## src/rtl/uart_rb_pkg.sv

```systemverilog
package uart_rb_pkg;

  localparam int NUM_REGS = 12;
  localparam int BYTE_W   = 8;

  // register slots, one per 4-byte word
  localparam int IDX_DIV_LO   = 0;
  localparam int IDX_DIV_HI   = 1;
  localparam int IDX_GLB_CTRL = 2;
  localparam int IDX_LINE_CTL = 3;
  localparam int IDX_MODEM_CT = 4;
  localparam int IDX_LINE_ST  = 5;
  localparam int IDX_MODEM_ST = 6;
  localparam int IDX_SCRATCH  = 7;
  localparam int IDX_IEN_SET  = 8;
  localparam int IDX_IEN_CLR  = 9;
  localparam int IDX_TX_HOLD  = 10;
  localparam int IDX_RX_BUF   = 11;

  // line status sticky bit positions
  localparam int LS_TX_DONE = 7;
  localparam int LS_BREAK   = 4;
  localparam int LS_FRAME   = 3;
  localparam int LS_PARITY  = 2;
  localparam int LS_OVERRUN = 1;

  // modem status bit positions
  localparam int MS_CTS_CHG  = 0;
  localparam int MS_CTS_LIVE = 4;

  // interrupt enable bit positions
  localparam int IEN_TX_EMPTY = 1;

  function automatic logic is_plain(input int idx);
    return (idx == IDX_DIV_LO)   || (idx == IDX_DIV_HI)   ||
           (idx == IDX_GLB_CTRL) || (idx == IDX_LINE_CTL) ||
           (idx == IDX_MODEM_CT) || (idx == IDX_SCRATCH);
  endfunction

endpackage

```

## src/rtl/uart_rb_decode.sv

```systemverilog
module uart_rb_decode
  import uart_rb_pkg::*;
#(
  parameter int ADDR_W = 6
) (
  input  logic [ADDR_W-1:0]   addr,
  input  logic                rd,
  input  logic                wr,
  output logic [NUM_REGS-1:0] rd_hit,
  output logic [NUM_REGS-1:0] wr_hit,
  output logic                bad
);

  localparam int IDX_W = ADDR_W - 2;
  localparam logic [IDX_W-1:0] LAST_IDX = IDX_W'(NUM_REGS - 1);

  logic [IDX_W-1:0] idx;
  logic             mapped;

  always_comb begin
    idx    = addr[ADDR_W-1:2];
    mapped = (addr[1:0] == 2'b00) && (idx <= LAST_IDX);
    bad    = (rd || wr) && !mapped;
  end

  for (genvar i = 0; i < NUM_REGS; i++) begin : g_hit
    always_comb begin
      rd_hit[i] = rd && mapped && (idx == IDX_W'(i));
      wr_hit[i] = wr && mapped && (idx == IDX_W'(i));
    end
  end

endmodule

```

## src/rtl/uart_rb_inten.sv

```systemverilog
module uart_rb_inten #(
  parameter int DATA_W = 16
) (
  input  logic              clk,
  input  logic              rst_n,
  input  logic              set_we,
  input  logic              clr_we,
  input  logic [DATA_W-1:0] wdata,
  output logic [DATA_W-1:0] ien_q
);

  logic [DATA_W-1:0] ien_d;
  logic              ien_en;

  always_comb begin
    ien_en = set_we || clr_we;
    ien_d  = ien_q;
    if (set_we) ien_d = ien_q | wdata;
    if (clr_we) ien_d = ien_q & ~wdata;
  end

  always_ff @(posedge clk or negedge rst_n) begin
    if (!rst_n)      ien_q <= '0;
    else if (ien_en) ien_q <= ien_d;
  end

endmodule

```

## src/rtl/uart_rb_status.sv

```systemverilog
module uart_rb_status
  import uart_rb_pkg::*;
#(
  parameter int              DATA_W  = 16,
  parameter logic [DATA_W-1:0] LSR_RST = 16'h0060
) (
  input  logic              clk,
  input  logic              rst_n,
  input  logic              ls_rd,
  input  logic              ls_wr,
  input  logic              ms_wr,
  input  logic [DATA_W-1:0] wdata,
  input  logic [DATA_W-1:0] line_live,
  input  logic              cts_change,
  input  logic              cts_level,
  output logic [DATA_W-1:0] ls_view,
  output logic [DATA_W-1:0] ms_view
);

  localparam logic [DATA_W-1:0] ONE = DATA_W'(1);
  localparam logic [DATA_W-1:0] LS_W1C =
    (ONE << LS_TX_DONE) | (ONE << LS_BREAK) | (ONE << LS_FRAME) |
    (ONE << LS_PARITY)  | (ONE << LS_OVERRUN);

  logic [DATA_W-1:0] ls_q, ls_d;
  logic              ls_en;
  logic              cts_chg_q, cts_chg_d;
  logic              cts_en;

  always_comb begin
    ls_en = ls_rd || ls_wr;
    ls_d  = ls_q;
    if (ls_rd) ls_d = ls_d | line_live;
    if (ls_wr) ls_d = ls_d & ~(wdata & LS_W1C);
  end

  always_comb begin
    cts_en    = cts_change || ms_wr;
    cts_chg_d = cts_chg_q;
    if (ms_wr && wdata[MS_CTS_CHG]) cts_chg_d = 1'b0;
    if (cts_change)                 cts_chg_d = 1'b1;
  end

  always_ff @(posedge clk or negedge rst_n) begin
    if (!rst_n)     ls_q <= LSR_RST;
    else if (ls_en) ls_q <= ls_d;
  end

  always_ff @(posedge clk or negedge rst_n) begin
    if (!rst_n)      cts_chg_q <= 1'b0;
    else if (cts_en) cts_chg_q <= cts_chg_d;
  end

  always_comb begin
    ls_view = ls_q | line_live;
    ms_view = '0;
    ms_view[MS_CTS_CHG]  = cts_chg_q;
    ms_view[MS_CTS_LIVE] = cts_level;
  end

endmodule

```

## src/rtl/uart_regbank.sv

```systemverilog
module uart_regbank
  import uart_rb_pkg::*;
#(
  parameter int                ADDR_W     = 6,
  parameter int                DATA_W     = 16,
  parameter logic [DATA_W-1:0] DIV_LO_RST = 16'h0001,
  parameter logic [DATA_W-1:0] LSR_RST    = 16'h0060
) (
  input  logic              clk,
  input  logic              rst_n,
  input  logic [ADDR_W-1:0] bus_addr,
  input  logic              bus_wr,
  input  logic              bus_rd,
  input  logic [DATA_W-1:0] bus_wdata,
  output logic [DATA_W-1:0] bus_rdata,
  output logic              bus_err,
  input  logic [DATA_W-1:0] line_live,
  input  logic              cts_change,
  input  logic              cts_level,
  input  logic              rx_valid,
  input  logic [7:0]        rx_data,
  output logic              tx_strobe,
  output logic [7:0]        tx_data,
  output logic              tx_irq
);

  localparam int PAD_W = DATA_W - BYTE_W;

  logic [NUM_REGS-1:0] rd_hit, wr_hit;
  logic                bad;
  logic [DATA_W-1:0]   ier_q;
  logic [DATA_W-1:0]   ls_view, ms_view;
  logic [DATA_W-1:0]   plain_q [NUM_REGS];
  logic [DATA_W-1:0]   src     [NUM_REGS];
  logic [BYTE_W-1:0]   thr_q, rbr_q;
  logic [DATA_W-1:0]   rd_val;
  logic                strobe_d, irq_d;

  uart_rb_decode #(.ADDR_W(ADDR_W)) u_dec (
    .addr   (bus_addr),
    .rd     (bus_rd),
    .wr     (bus_wr),
    .rd_hit (rd_hit),
    .wr_hit (wr_hit),
    .bad    (bad)
  );

  uart_rb_inten #(.DATA_W(DATA_W)) u_ien (
    .clk    (clk),
    .rst_n  (rst_n),
    .set_we (wr_hit[IDX_IEN_SET]),
    .clr_we (wr_hit[IDX_IEN_CLR]),
    .wdata  (bus_wdata),
    .ien_q  (ier_q)
  );

  uart_rb_status #(.DATA_W(DATA_W), .LSR_RST(LSR_RST)) u_stat (
    .clk        (clk),
    .rst_n      (rst_n),
    .ls_rd      (rd_hit[IDX_LINE_ST]),
    .ls_wr      (wr_hit[IDX_LINE_ST]),
    .ms_wr      (wr_hit[IDX_MODEM_ST]),
    .wdata      (bus_wdata),
    .line_live  (line_live),
    .cts_change (cts_change),
    .cts_level  (cts_level),
    .ls_view    (ls_view),
    .ms_view    (ms_view)
  );

  // plain read/write words
  for (genvar i = 0; i < NUM_REGS; i++) begin : g_plain
    if (is_plain(i)) begin : g_reg
      localparam logic [DATA_W-1:0] RST_V = (i == IDX_DIV_LO) ? DIV_LO_RST : '0;
      always_ff @(posedge clk or negedge rst_n) begin
        if (!rst_n)         plain_q[i] <= RST_V;
        else if (wr_hit[i]) plain_q[i] <= bus_wdata;
      end
    end else begin : g_none
      assign plain_q[i] = '0;
    end
  end

  // transmit holding and receive buffer bytes
  always_ff @(posedge clk or negedge rst_n) begin
    if (!rst_n)                   thr_q <= '0;
    else if (wr_hit[IDX_TX_HOLD]) thr_q <= bus_wdata[BYTE_W-1:0];
  end

  always_ff @(posedge clk or negedge rst_n) begin
    if (!rst_n)        rbr_q <= '0;
    else if (rx_valid) rbr_q <= rx_data;
  end

  // read source selection
  always_comb begin
    for (int i = 0; i < NUM_REGS; i++) src[i] = plain_q[i];
    src[IDX_LINE_ST]  = ls_view;
    src[IDX_MODEM_ST] = ms_view;
    src[IDX_IEN_SET]  = ier_q;
    src[IDX_IEN_CLR]  = ier_q;
    src[IDX_TX_HOLD]  = {{PAD_W{1'b0}}, thr_q};
    src[IDX_RX_BUF]   = {{PAD_W{1'b0}}, rbr_q};
    rd_val = '0;
    for (int i = 0; i < NUM_REGS; i++) begin
      if (rd_hit[i]) rd_val = rd_val | src[i];
    end
  end

  always_comb begin
    strobe_d = wr_hit[IDX_TX_HOLD];
    irq_d    = wr_hit[IDX_TX_HOLD] && ier_q[IEN_TX_EMPTY];
  end

  always_ff @(posedge clk or negedge rst_n) begin
    if (!rst_n) begin
      bus_rdata <= '0;
      bus_err   <= 1'b0;
      tx_strobe <= 1'b0;
      tx_irq    <= 1'b0;
    end else begin
      bus_rdata <= rd_val;
      bus_err   <= bad;
      tx_strobe <= strobe_d;
      tx_irq    <= irq_d;
    end
  end

  assign tx_data = thr_q;

endmodule

```

## config.mk

```make
export PLATFORM = sky130hd
export DESIGN_NAME = uart_regbank
export DESIGN_NICKNAME = d
export VERILOG_FILES = /design/src/rtl/uart_rb_pkg.sv /design/src/rtl/uart_rb_decode.sv /design/src/rtl/uart_rb_inten.sv /design/src/rtl/uart_rb_status.sv /design/src/rtl/uart_regbank.sv
export SDC_FILE = /design/constraint.sdc
export NUM_CORES = 1
export LEC_CHECK = 0
export ABC_AREA = 0
export CAP_MARGIN = 30
export CELL_PAD_IN_SITES_DETAIL_PLACEMENT = 1
export CELL_PAD_IN_SITES_GLOBAL_PLACEMENT = 2
export CORE_UTILIZATION = 42
export DETAILED_ROUTE_END_ITERATION = 8
export GPL_ROUTABILITY_DRIVEN = 0
export PLACE_DENSITY_LB_ADDON = 0.1
export SYNTH_ARGS = -nofsm -noshare
export SYNTH_HDL_FRONTEND = slang
export SYNTH_SLANG_ARGS = --single-unit
```

## constraint.sdc

```tcl
create_clock -name clk -period 3.5 [get_ports clk]
set_input_delay 0.35 -clock clk [delete_from_list [all_inputs] [get_ports clk]]
set_output_delay 0.35 -clock clk [all_outputs]
set_load 0.01 [all_outputs]
```

* Word level (Yosys, flattened, before mapping)
Index checks and enable logic that the tools add are counted.
** Cells by class
- Reduce and logical (&&, ||, !) cells :: 40
- Magnitude comparators :: 1
- Equal/unequal tests :: 11
- Muxes and demuxes :: 18
- Bitwise logic cells :: 17
** Operators with widths (number)
- $mux 16 :: 16
- $or 16x16->16 :: 10
- $and 16x16->16 :: 2
- $or 16x8->16 :: 2
- $logic_and 1x1->1 :: 29
- $eq 4x3->1 const B :: 4
- $eq 4x4->1 const B :: 4
- $not 16->16 :: 1
- $not 8->16 :: 1
- $or 16x5->16 :: 1
- $eq 4x2->1 const B :: 2
- $eq 4x1->1 const B :: 1
- $le 4x4->1 const B :: 1
- $logic_not 4->1 :: 1
- $logic_or 1x1->1 :: 4
- $reduce_and 2->1 :: 2
- $reduce_bool 2->1 :: 2
- $logic_not 2->1 :: 1
- $mux 1 :: 2
- $logic_not 1->1 :: 1
** Storage, ports and cells
- Logic and storage cells :: 102
- Register bits after elaboration :: 164
- Bits of input ports :: 53
- Output and inout port bits :: 27

* Longest topological paths before layout
Gate-level depths: netlist of the first run.
- Word-level depth :: 27
- Mapped depth :: 7
- Depth with buffers taken out :: 4

* Hierarchy
Synthesis of the first run repeated with hierarchy kept, for this count alone.
** Second synthesis, totals
- Cells, all modules :: 549
- Area, all modules :: 7288.2 sq um
** Modules (own cells, without submodules)
- uart_regbank :: cells an instance 373, seq. area each 3279.4 sq um, instances 1, area an instance 5452.7 sq um
- uart_rb_status :: cells an instance 75, seq. area each 427.9 sq um, instances 1, area an instance 819.5 sq um
- uart_rb_inten :: cells an instance 52, seq. area each 400.4 sq um, instances 1, area an instance 686.9 sq um
- uart_rb_decode :: cells an instance 49, seq. area each 0.0 sq um, instances 1, area an instance 329.1 sq um

* Worst setup path before layout of the first run
No wires, ideal clock.
- Path kind :: input to register
- Start :: input port bus_addr[3]
- End :: register plain_q[182] (netlist name)
- Stages :: 5
- Data arrival time :: 1.481 ns
- Buffers on the path :: 1
- Data required time :: 3.375 ns
- Setup slack :: 1.895 ns
- Library setup time :: 0.125 ns
- Path through :: nor4b_4 nand2_1 nor2_4 buf_6 mux2_2
** Between the ends
- Longest elaborated chain between the ends :: 4
- Elaborated cells between the ends (all ways) :: 5
- Those cells by class :: 1 x order compare; 4 x reduce/logical
** RTL lines
- start, declared :: line uart_regbank.sv:11 : input logic [ADDR_W-1:0] bus_addr,
- $le 4x4->1 :: line uart_rb_decode.sv:22 : mapped = (addr[1:0] == 2'b00) && (idx <= LAST_IDX);
- $logic_and 1x1->1 :: line uart_rb_decode.sv:22
- $logic_and 1x1->1 :: line uart_rb_decode.sv:29 : wr_hit[i] = wr && mapped && (idx == IDX_W'(i));
- $logic_and 1x1->1 (*) :: line uart_rb_decode.sv:29
- end signal, assigned by index :: line uart_regbank.sv:77 : else if (wr_hit[i]) plain_q[i] <= bus_wdata;
- end, declared :: line uart_regbank.sv:33 : logic [DATA_W-1:0] plain_q [NUM_REGS];
Mark *: on every way between the ends. The rest lies on a longest branch, timed or not.
A chain may end at the register's enable or synchronous reset.

* Worst setup path after layout of the first run
- Start :: input port bus_addr[4]
- End :: register plain_q[119] (netlist name)
Same word-level chain as after synthesis.

==> results.json, run 1 <==
{
  "final_layout_size_suffix_gt1_frac": 0.2846,
  "post-route-drc-count": 0,
  "finalWorstSetupSlack_ps": 1128,
  "dpl_worst_slack_ps": 679.8,
  "maxSlewViolCount": 0,
  "p_int_mw": 3.527,
  "run_status": "finished clean",
  "clkPwrFrac": 0.395,
  "fin_tns_setup_ps": 0,
  "nets": 683,
  "grt_antenna_before_repair": 0,
  "rows": 47,
  "fin_cells": 863,
  "dp_hpwl_mm": 12.38,
  "worst_slew_pin_slew_ps": 891.0,
  "synth_seq_cells": 164,
  "totalWireLength_mm": 18.87,
  "rrSetupSlack_ps": 2130,
  "drtIter0Drc": 181,
  "grtUsageTotal": 0.2284,
  "htreeDepth": 4,
  "ir_drop_uv": 403.3,
  "hold_slack_ps": 9.247,
  "final.min_clock_period_ps": 2372,
  "swShare": 0.2435,
  "crit_chain": "clkdlybuf4s50_1 -> nor2b_1 -> nand2_1 -> nor2_4 -> mux2_2",
  "seq_area_frac_synth": 0.5596,
  "fin_crit_sh": 0.6778,
  "synth-edff-count": 0,
  "syn-cell-area_um2": 7341,
  "synth-main-ff-cell": "dfrtp_1",
  "grt_pass1_wl_mm": 30.37,
  "finalSetupViolations": 0,
  "final_util": 0.5277,
  "cp_max_fo": 16,
  "slowest_stage": "clkdlybuf4s50_1",
  "cts.sinks": 164,
  "cts_buffers": 17,
  "hold_violations": 0,
  "mostFrequentLayoutCell": "dfrtp_1",
  "clock_latency_ps": 420,
  "clockBufferDepth": 2,
  "cts_resized": 0,
  "seqPwrFrac": 0.481,
  "grt_pass1_vias": 5271,
  "initial_core_util": 0.4365,
  "dieArea_um2": 18010,
  "cp_slowest_stage_delay_ps": 820,
  "cts_tree": "done",
  "power_density_nw_per_um2": 525.3,
  "clk_pin_slew_ps": 70,
  "n_antenna_cell": 0,
  "cp-start-kind": "primary input",
  "arrival_ps": 2670,
  "switching_power_mw": 1.135,
  "drt-vias-per-instance": 5.483,
  "end_kind": "flip-flop",
  "dp.cells": 831,
  "synthCells": 558,
  "vias": 4732,
  "required_ps": 3800,
  "dieHeight_um": 134.2,
  "cts_hold_repair.buffers": 0,
  "rsz0062_at_grt": "no",
  "wl_per_cell_um": 21.87,
  "hold_path_class": "in -> async",
  "ys_top_cells_by_area": "dfrtp_1 55%, mux2_2 17%, mux4_2 4.3%",
  "ys_types": 44,
  "portBuffers": 79,
  "synth_top_cell_area_share": 0.5488,
  "post_cts_buffers": 0,
  "grt-ovfl-total": 0,
  "firstDrtPassIters": 4,
  "root_buffer": "clkbuf_16",
  "die_x_um": 134.2,
  "async_reset_ff_frac": 1.000,
  "critPathBufInv": 1,
  "p_leak_nw": 4.193,
  "coreArea_um2": 16820,
  "drv_cap": 0,
  "crit_family": "simple AND/OR/NAND/NOR gates",
  "fmax_ghz": 0.4215,
  "final_cell_mix": "161 x dfrtp_1, 111 x mux2_2, 77 x clkdlybuf4s50_1",
  "area_growth_pct": 20.90,
  "maxSlewHeadroom": 0.4060,
  "p_comb_frac": 0.124,
  "ios": 80,
  "syn-num-nets": 611,
  "yosys.area.top_type": "dfrtp_1",
  "fin_skew_ps": 8.092,
  "grt_start_max_net_pins": 93,
  "yosys_warnings": 0,
  "route.antenna.remaining_nets": 0,
  "crit_type": "in -> reg",
  "syn_area_per_cell_um2": 13.16
}
[power by group through the flow]
stage / registers (mW) / clock network, mW / logic [mW]
6_report: 2.24 / 1.84 / 0.579
2_1_floorplan: 2.24 / 0 / 0.344
5_1_grt: 2.27 / 1.96 / 0.636
4_1_cts: 2.24 / 1.89 / 0.589
3_3_place_gp: 2.26 / 0 / 0.560
3_5_place_dp: 2.27 / 0 / 0.583
[final cells by class]
cell class                      count  area [µm²]
Multi-Input combinational cell    340        2945
Clock inverter                     13       132.6
Tap cell                          220       275.3
Inverter                           17       63.81
Sequential cell                   164        4108
Timing Repair Buffer               90       897.1
Fill cell                        1680        7944
Clock buffer                       19       452.9
[state kept, by name (all words and copies together), names as in the netlist, named ones only]
register	cells
bus_rdata	16
tx_irq	1
bus_err	1
plain_q	96
tx_data	8
tx_strobe	1
u_stat.cts_chg_q	1
rbr_q	8
u_stat.ls_q	16
[cells by family (layout without fill, tap and decap cells)]
| family | count (synthesis) | count (layout) | synth area share |
|---|---|---|---|
| flip-flops | 164 | 164 | 0.5596 |
| multiplexers | 154 | 154 | 0.2533 |
| AND/OR/NAND/NOR | 102 | 102 | 0.07040 |
| AO/OA/AOI/OAI | 84 | 84 | 0.07755 |
| buffers and inverters | 54 | 139 | 0.03920 |
[synth_stat cells, types with 8 or more instances]
cell        n
a211oi_1   12
a21o_1     12
a21oi_1    27
buf_2      11
buf_4       8
clkbuf_1   11
dfrtp_1   161
inv_1      17
mux2_2    111
mux2i_1    26
mux4_2     14
nand2_1    39
nor2_1     34
o211ai_1   13
[per-stage QoR]
step	power [mW]	instance area (µm²)
after floorplan	2.586	7341
after global placement	2.815	8289
after detailed placement	2.857	8289
after CTS	4.716	8875
after global routing	4.862	8875
final	4.662	8875
[layer usage]
| layer | routed length [µm] | part of all wire | vias to the layer above | GRT usage |
|---|---|---|---|---|
| met5 | 0 | 0 | - | 0 |
| met4 | 314 | 0.017 | 0 | 0.07303 |
| met3 | 758 | 0.040 | 23 | 0.04422 |
| met2 | 8904 | 0.47 | 87 | 0.3587 |
| met1 | 8897 | 0.47 | 2493 | 0.3197 |
| li1 | - | - | 2129 | - |
[worst paths after layout]
| kind | from | endpoint | cells after the start |
|---|---|---|---|
| max in group asynchronous | rst_n | plain_q[135] | 2 |
| setup reg to reg | u_stat.ls_q[6] | bus_rdata[6] | 4 |
| min in group clk | bus_addr[2] | flip-flop | 2 |
| hold / removal | rst_n | plain_q[126] | 1 |
| hold reg to reg | u_stat.ls_q[10] | u_stat.ls_q[10] | 1 |
| setup / recovery | bus_addr[4] | plain_q[119] | 5 |
No activity file was read; power rests on OpenSTA's default activity.
==> run 2, diff against run 1 <==
--- a/config.mk
+++ b/config.mk
@@ -9,7 +9,7 @@
 export CAP_MARGIN = 30
 export CELL_PAD_IN_SITES_DETAIL_PLACEMENT = 1
 export CELL_PAD_IN_SITES_GLOBAL_PLACEMENT = 2
-export CORE_UTILIZATION = 42
+export CORE_UTILIZATION = 39
 export DETAILED_ROUTE_END_ITERATION = 8
 export GPL_ROUTABILITY_DRIVEN = 0
 export PLACE_DENSITY_LB_ADDON = 0.1
==> constraint.sdc (replaced) <==
create_clock -name clk -period 2.3 [get_ports clk]
set_input_delay 0.23 -clock clk [delete_from_list [all_inputs] [get_ports clk]]
set_output_delay 0.23 -clock clk [all_outputs]
set_load 0.01 [all_outputs]
==> run 2 against run 1 <==
The flow now finishes with violations (design-rule violations); critical endpoint is now plain_q[187]; cell area up 3.0%; die area up 7.6%; power up 54%; first-iteration DRC count up 23%; global-route usage down 0.33 points; register-to-register slack worse by 1100 ps.
==> results.json, run 2 (synthesis gave the netlist of run 1 again) <==
{
  "hold_path_class": "in -> reg",
  "grt_pass1_vias": 5529,
  "required_ps": 2610,
  "maxSlewViolCount": 0,
  "fin_skew_ps": 8.663,
  "worst_slew_pin_slew_ps": 598.5,
  "grt_pass1_wl_mm": 32.54,
  "fin_tns_setup_ps": 0,
  "drtIter0Drc": 222,
  "rows": 49,
  "cts_resized": 0,
  "final.min_clock_period_ps": 1713,
  "grt-ovfl-total": 0,
  "critPathBufInv": 2,
  "arrival_ps": 2020,
  "end_kind": "flip-flop",
  "drt-vias-per-instance": 5.392,
  "mostFrequentLayoutCell": "dfrtp_1",
  "wl_per_cell_um": 21.81,
  "hold_violations": 0,
  "clk_pin_slew_ps": 60,
  "fin_crit_sh": 0.7449,
  "dieArea_um2": 19380,
  "fmax_ghz": 0.5837,
  "largest_register": "plain_q",
  "dp_hpwl_mm": 13.34,
  "grtUsageTotal": 0.2251,
  "coreArea_um2": 18210,
  "finalPower_mw": 7.163,
  "violations": "design-rule violations",
  "final_util": 0.5020,
  "final_layout_size_suffix_gt1_frac": 0.3109,
  "clock_latency_ps": 430,
  "route.antenna.remaining_nets": 0,
  "n_antenna_cell": 0,
  "cts_tree": "done",
  "nets": 709,
  "cp-start-kind": "primary input",
  "ios": 80,
  "drv_cap": 0,
  "portBuffers": 79,
  "crit_type": "in -> reg",
  "grt_start_max_net_pins": 59,
  "grt_antenna_before_repair": 0,
  "cts_buffers": 17,
  "firstDrtPassIters": 7,
  "maxSlewHeadroom": 0.6010,
  "ir_drop_uv": 472.1,
  "totalWireLength_mm": 19.59,
  "run_status": "complete, but fails checks",
  "die_x_um": 139.2,
  "finalSetupViolations": 0,
  "cts.sinks": 164,
  "p_leak_nw": 4.337,
  "rsz0062_at_grt": "no",
  "num-fill-cells": 1826,
  "crit_chain": "clkdlybuf4s50_1 -> nor4b_4 -> nand2_1 -> nor2_4 -> buf_12 -> mux2_2",
  "dp.cells": 865,
  "cp_max_fo": 16,
  "slowest_stage": "clkdlybuf4s50_1",
  "clockBufferDepth": 2,
  "root_buffer": "clkbuf_16",
  "initial_core_util": 0.4031,
  "power_density_nw_per_um2": 783.7,
  "dieHeight_um": 139.2,
  "crit_family": "simple AND/OR/NAND/NOR gates",
  "htreeDepth": 4,
  "area_growth_pct": 24.51,
  "reg.largest.list": "plain_q x96, bus_rdata x16, u_stat.ls_q x16",
  "largest_register_ffs": 96,
  "post-route-drc-count": 5,
  "vias": 4842,
  "final_cell_mix": "161 x dfrtp_1, 111 x mux2_2, 77 x clkdlybuf4s50_1",
  "cp_slowest_stage_delay_ps": 500,
  "fin_cells": 898
}
[run 2: changes by cell type in the layout (fill, tap and decap cells not counted), sizes merged]
cell         previous run  this run
buf                    13        38
inv                    18        20
clkbuf                 19        18
clkinvlp                4         3
dlygate4sd3             0         1
[run 2: power by group]
| part | switching [mW] | internal, mW | leakage (nW) | total [mW] |
|---|---|---|---|---|
| clock network | 1.21 | 1.64 | 0.285 | 2.85 |
| logic | 0.398 | 0.503 | 1.95 | 0.902 |
| registers | 0.180 | 3.23 | 2.10 | 3.41 |
| total | 1.79 | 5.37 | 4.34 | 7.16 |
[run 2: final timing paths]
kind | start | end | slack [ps] | depth (start not counted)
min in group asynchronous | rst_n | u_stat.ls_q[14] | 370 | 2
max in group asynchronous | rst_n | plain_q[155] | 1160 | 3
max | bus_addr[3] | plain_q[187] | 590 | 6
min reg2reg | u_stat.ls_q[11] | u_stat.ls_q[11] | 460 | 1
max reg2reg | plain_q[143] | bus_rdata[15] | 1000 | 3
min | bus_addr[2] | flip-flop | 170 | 2
[run 2: cell type report]
type                       count  area, µm²  share of cell area
clock buffer                  18      439.2             0.04805
clock inverter                14      152.6             0.01670
inverter                      17      63.81            0.006982
multi-input combinational    340       2945              0.3222
sequential                   164       4108              0.4494
tap                          229      286.5             0.03135
timing repair buffer         116       1145              0.1253
[run 2: worst register-to-register path, delay by kind of cell, from the launching register on]
kind | cells | cell delay [ps]
compound gates | 2 | 320
mux | 1 | 480
flops | 1 | 380
[run 2: through the flow]
| stage | hold WS (ps) | area (µm²) | worst slack [ps] |
|---|---|---|---|
| after floorplan | -65.59 | 7341 | 814.6 |
| final | 167.5 | 9140 | 586.8 |
| after global routing | 185.0 | 9140 | 480.3 |
| after global placement | 257.2 | 8538 | 199.7 |
| after detailed placement | 259.4 | 8538 | 157.4 |
| after CTS | 165.4 | 9140 | 590.9 |
[run 2: routing by layer]
| metal | vias to the layer above | wire length (µm) | GRT usage | part of all wire |
|---|---|---|---|---|
| met1 | 2536 | 9245 | 0.3196 | 0.47 |
| li1 | 2195 | - | - | - |
| met2 | 106 | 9342 | 0.3477 | 0.48 |
| met3 | 5 | 908 | 0.05145 | 0.046 |
| met4 | 0 | 90 | 0.05789 | 0.0046 |
| met5 | - | 0 | 0 | 0 |
[run 2: what timing repair did]
item,in CTS,in global routing
hold buffers,1,0
buffers inserted,0,0
endpoints found under the hold margin,55,0
==> run 3, diff against run 2 <==
--- a/config.mk
+++ b/config.mk
@@ -9,7 +9,7 @@
 export CAP_MARGIN = 30
 export CELL_PAD_IN_SITES_DETAIL_PLACEMENT = 1
 export CELL_PAD_IN_SITES_GLOBAL_PLACEMENT = 2
-export CORE_UTILIZATION = 39
+export CORE_UTILIZATION = 35
 export DETAILED_ROUTE_END_ITERATION = 8
 export GPL_ROUTABILITY_DRIVEN = 0
 export PLACE_DENSITY_LB_ADDON = 0.1
==> constraint.sdc (replaced) <==
create_clock -name clk -period 1.5 [get_ports clk]
set_input_delay 0.15 -clock clk [delete_from_list [all_inputs] [get_ports clk]]
set_output_delay 0.15 -clock clk [all_outputs]
set_load 0.01 [all_outputs]
==> run 3 against run 2 <==
The flow now finishes without violations; sequential cell count unchanged; largest power group unchanged; register-to-register slack worse by 760 ps; sequential power up 53%; wire length increased by 6.4%; combinational power up 60%; clock-buffer cell count is 1 higher; via count increased by 3.4%; global-route usage is 2.2 points lower; final cell count grew 8.7%; sequential share of layout area decreased by 2.4 points; critical endpoint is now bus_rdata[5].
==> results.json, run 3 (synthesis gave the netlist of run 1 again) <==
{
  "run_status": "finished clean",
  "fin_skew_ps": 14.22,
  "crit_type": "in -> reg",
  "grt_pass1_wl_mm": 32.86,
  "fin_crit_sh": 0.9787,
  "mostFrequentLayoutCell": "dfrtp_1",
  "arrival_ps": 1740,
  "clock_latency_ps": 430,
  "wl_per_cell_um": 21.35,
  "rows": 52,
  "cp_max_fo": 8,
  "finalWorstSetupSlack_ps": 31.95,
  "nets": 746,
  "clk_pin_slew_ps": 60,
  "cp_slowest_stage_delay_ps": 590,
  "dieArea_um2": 21560,
  "wl_met2_mm": 9.953,
  "cp-startpoint": "bus_addr[4]",
  "totalWireLength_mm": 20.83,
  "grt_antenna_before_repair": 0,
  "crit_chain": "clkdlybuf4s50_1 -> buf_4 -> nor2b_2 -> and4b_1 -> buf_12 -> a2bb2oi_1 -> o211ai_1",
  "portBuffers": 79,
  "dpl_worst_slack_ps": -557.4,
  "n_antenna_cell": 0,
  "largest_register_ffs": 96,
  "drt-vias-per-instance": 5.132,
  "met3WireLength_um": 668,
  "grt_start_max_net_pins": 38,
  "ir_drop_uv": 686.0,
  "power_density_nw_per_um2": 1133,
  "crit_end": "bus_rdata[5]",
  "final_cell_mix": "161 x dfrtp_1, 111 x mux2_2, 60 x clkdlybuf4s50_1",
  "drv_cap": 0,
  "reg.largest.list": "plain_q x96, bus_rdata x16, u_stat.ls_q x16",
  "largest_register": "plain_q",
  "finalSetupViolations": 0,
  "final.min_clock_period_ps": 1468,
  "cts.sinks": 164,
  "cts_buffers": 17,
  "vias": 5009,
  "reg2reg_depth": 3,
  "hold_violations": 0,
  "clockBufferDepth": 2,
  "r2r-start": "plain_q[128]",
  "final_layout_size_suffix_gt1_frac": 0.3584,
  "root_buffer": "clkbuf_16",
  "maxSlewViolCount": 0,
  "required_ps": 1770,
  "die_x_um": 146.8,
  "dieHeight_um": 146.8,
  "grt_pass1_vias": 5606,
  "end_kind": "flip-flop",
  "hold_path_class": "in -> reg",
  "worst_slew_pin_slew_ps": 485.9,
  "htreeDepth": 4,
  "drtIter0Drc": 245,
  "route.antenna.remaining_nets": 0,
  "rrSetupSlack_ps": 240,
  "ios": 80,
  "fmax_ghz": 0.6812,
  "grt-ovfl-total": 0,
  "worst-path-stages": 7,
  "r2r-end": "bus_rdata[0]",
  "critPathBufInv": 3,
  "p_leak_nw": 4.702,
  "cp-start-kind": "primary input",
  "hold_slack_ps": 130.1,
  "met1Wirelength_mm": 9.817,
  "highest_layer": "met4",
  "initial_core_util": 0.3593,
  "maxSlewHeadroom": 0.6751,
  "grtUsageTotal": 0.2035,
  "slowest_stage": "clkdlybuf4s50_1",
  "coreArea_um2": 20430,
  "area_growth_pct": 31.50,
  "post-route-drc-count": 0,
  "firstDrtPassIters": 4,
  "dp_hpwl_mm": 13.87,
  "cts_tree": "done",
  "crit_family": "buffers and inverters"
}
## run 3: changes by cell type in the layout (fill, tap and decap cells not counted), sizes merged
cell,change
buf,+34
bufinv,-1
clkbuf,+5
clkdlybuf4s15,+1
clkdlybuf4s50,-17
clkinv,-1
dlygate4sd2,+9
dlymetal6s2s,+6
inv,+1
## run 3: worst min-delay path by stage
| stage | slack [ps] | endpoint | cells past startpoint | start |
|---|---|---|---|---|
| 2_1_floorplan | -150 | async pin | 0 | rst_n |
| 3_3_place_gp | 90 | plain_q[77] | 1 | rst_n |
| 3_5_place_dp | 90 | plain_q[140] | 1 | rst_n |
| 4_1_cts | 210 | plain_q[140] | 2 | rst_n |
| 5_1_grt | 150 | bus_err | 3 | bus_addr[1] |
| 6_report | 130 | bus_err | 3 | bus_addr[1] |
## run 3: layout make-up
type / instances / area (µm²)
Fill cell: 2123 / 10780
Sequential cell: 164 / 4108
Multi-Input combinational cell: 340 / 2969
Timing Repair Buffer: 153 / 1599
Clock buffer: 19 / 452.9
Tap cell: 270 / 337.8
Clock inverter: 13 / 122.6
Inverter: 17 / 63.81
## run 3: power by group
| part | total, mW | internal [mW] | switching, mW |
|---|---|---|---|
| Clock | 4.27 | 2.40 | 1.87 |
| Sequential | 5.23 | 4.95 | 0.278 |
| Combinational | 1.44 | 0.815 | 0.624 |
| Total | 10.9 | 8.16 | 2.78 |
## run 3: metrics by stage
| step | instances | util | area [µm²] | TNS (ps) | power, mW |
|---|---|---|---|---|---|
| final | 976 | 0.4725 | 9653 | 0 | 10.94 |
| after global routing | 976 | 0.4725 | 9653 | -20.29 | 11.46 |
| after CTS | 970 | 0.4663 | 9527 | 0 | 11.07 |
| after detailed placement | 936 | 0.4376 | 8940 | -66630 | 6.776 |
| after global placement | 936 | 0.4376 | 8940 | -57230 | 6.681 |
| after floorplan | 558 | - | 7341 | 0 | 6.034 |
## run 3: metal layers
| layer | track usage | vias to the layer above |
|---|---|---|
| met5 | 0 | - |
| met4 | 0.06667 | 0 |
| met1 | 0.2853 | 2628 |
| li1 | - | 2258 |
| met2 | 0.3209 | 97 |
| met3 | 0.03385 | 26 |
## run 3: what timing repair did
| item | 4_1_cts | 5_1_grt |
|---|---|---|
| setup endpoints to repair | 69 | 77 |
| gates resized for setup | 13 | 16 |
| hold buffers | 1 | 0 |
| endpoints found under the hold margin | 74 | 0 |
| buffers inserted | 1 | 3 |
| pin swaps | 1 | 3 |
| gates cloned | 0 | 3 |
## run 3: worst min-delay path, stage by stage
cell and delay [ps]:
clkbuf_2 160, nor2_2 80, a21oi_1 120
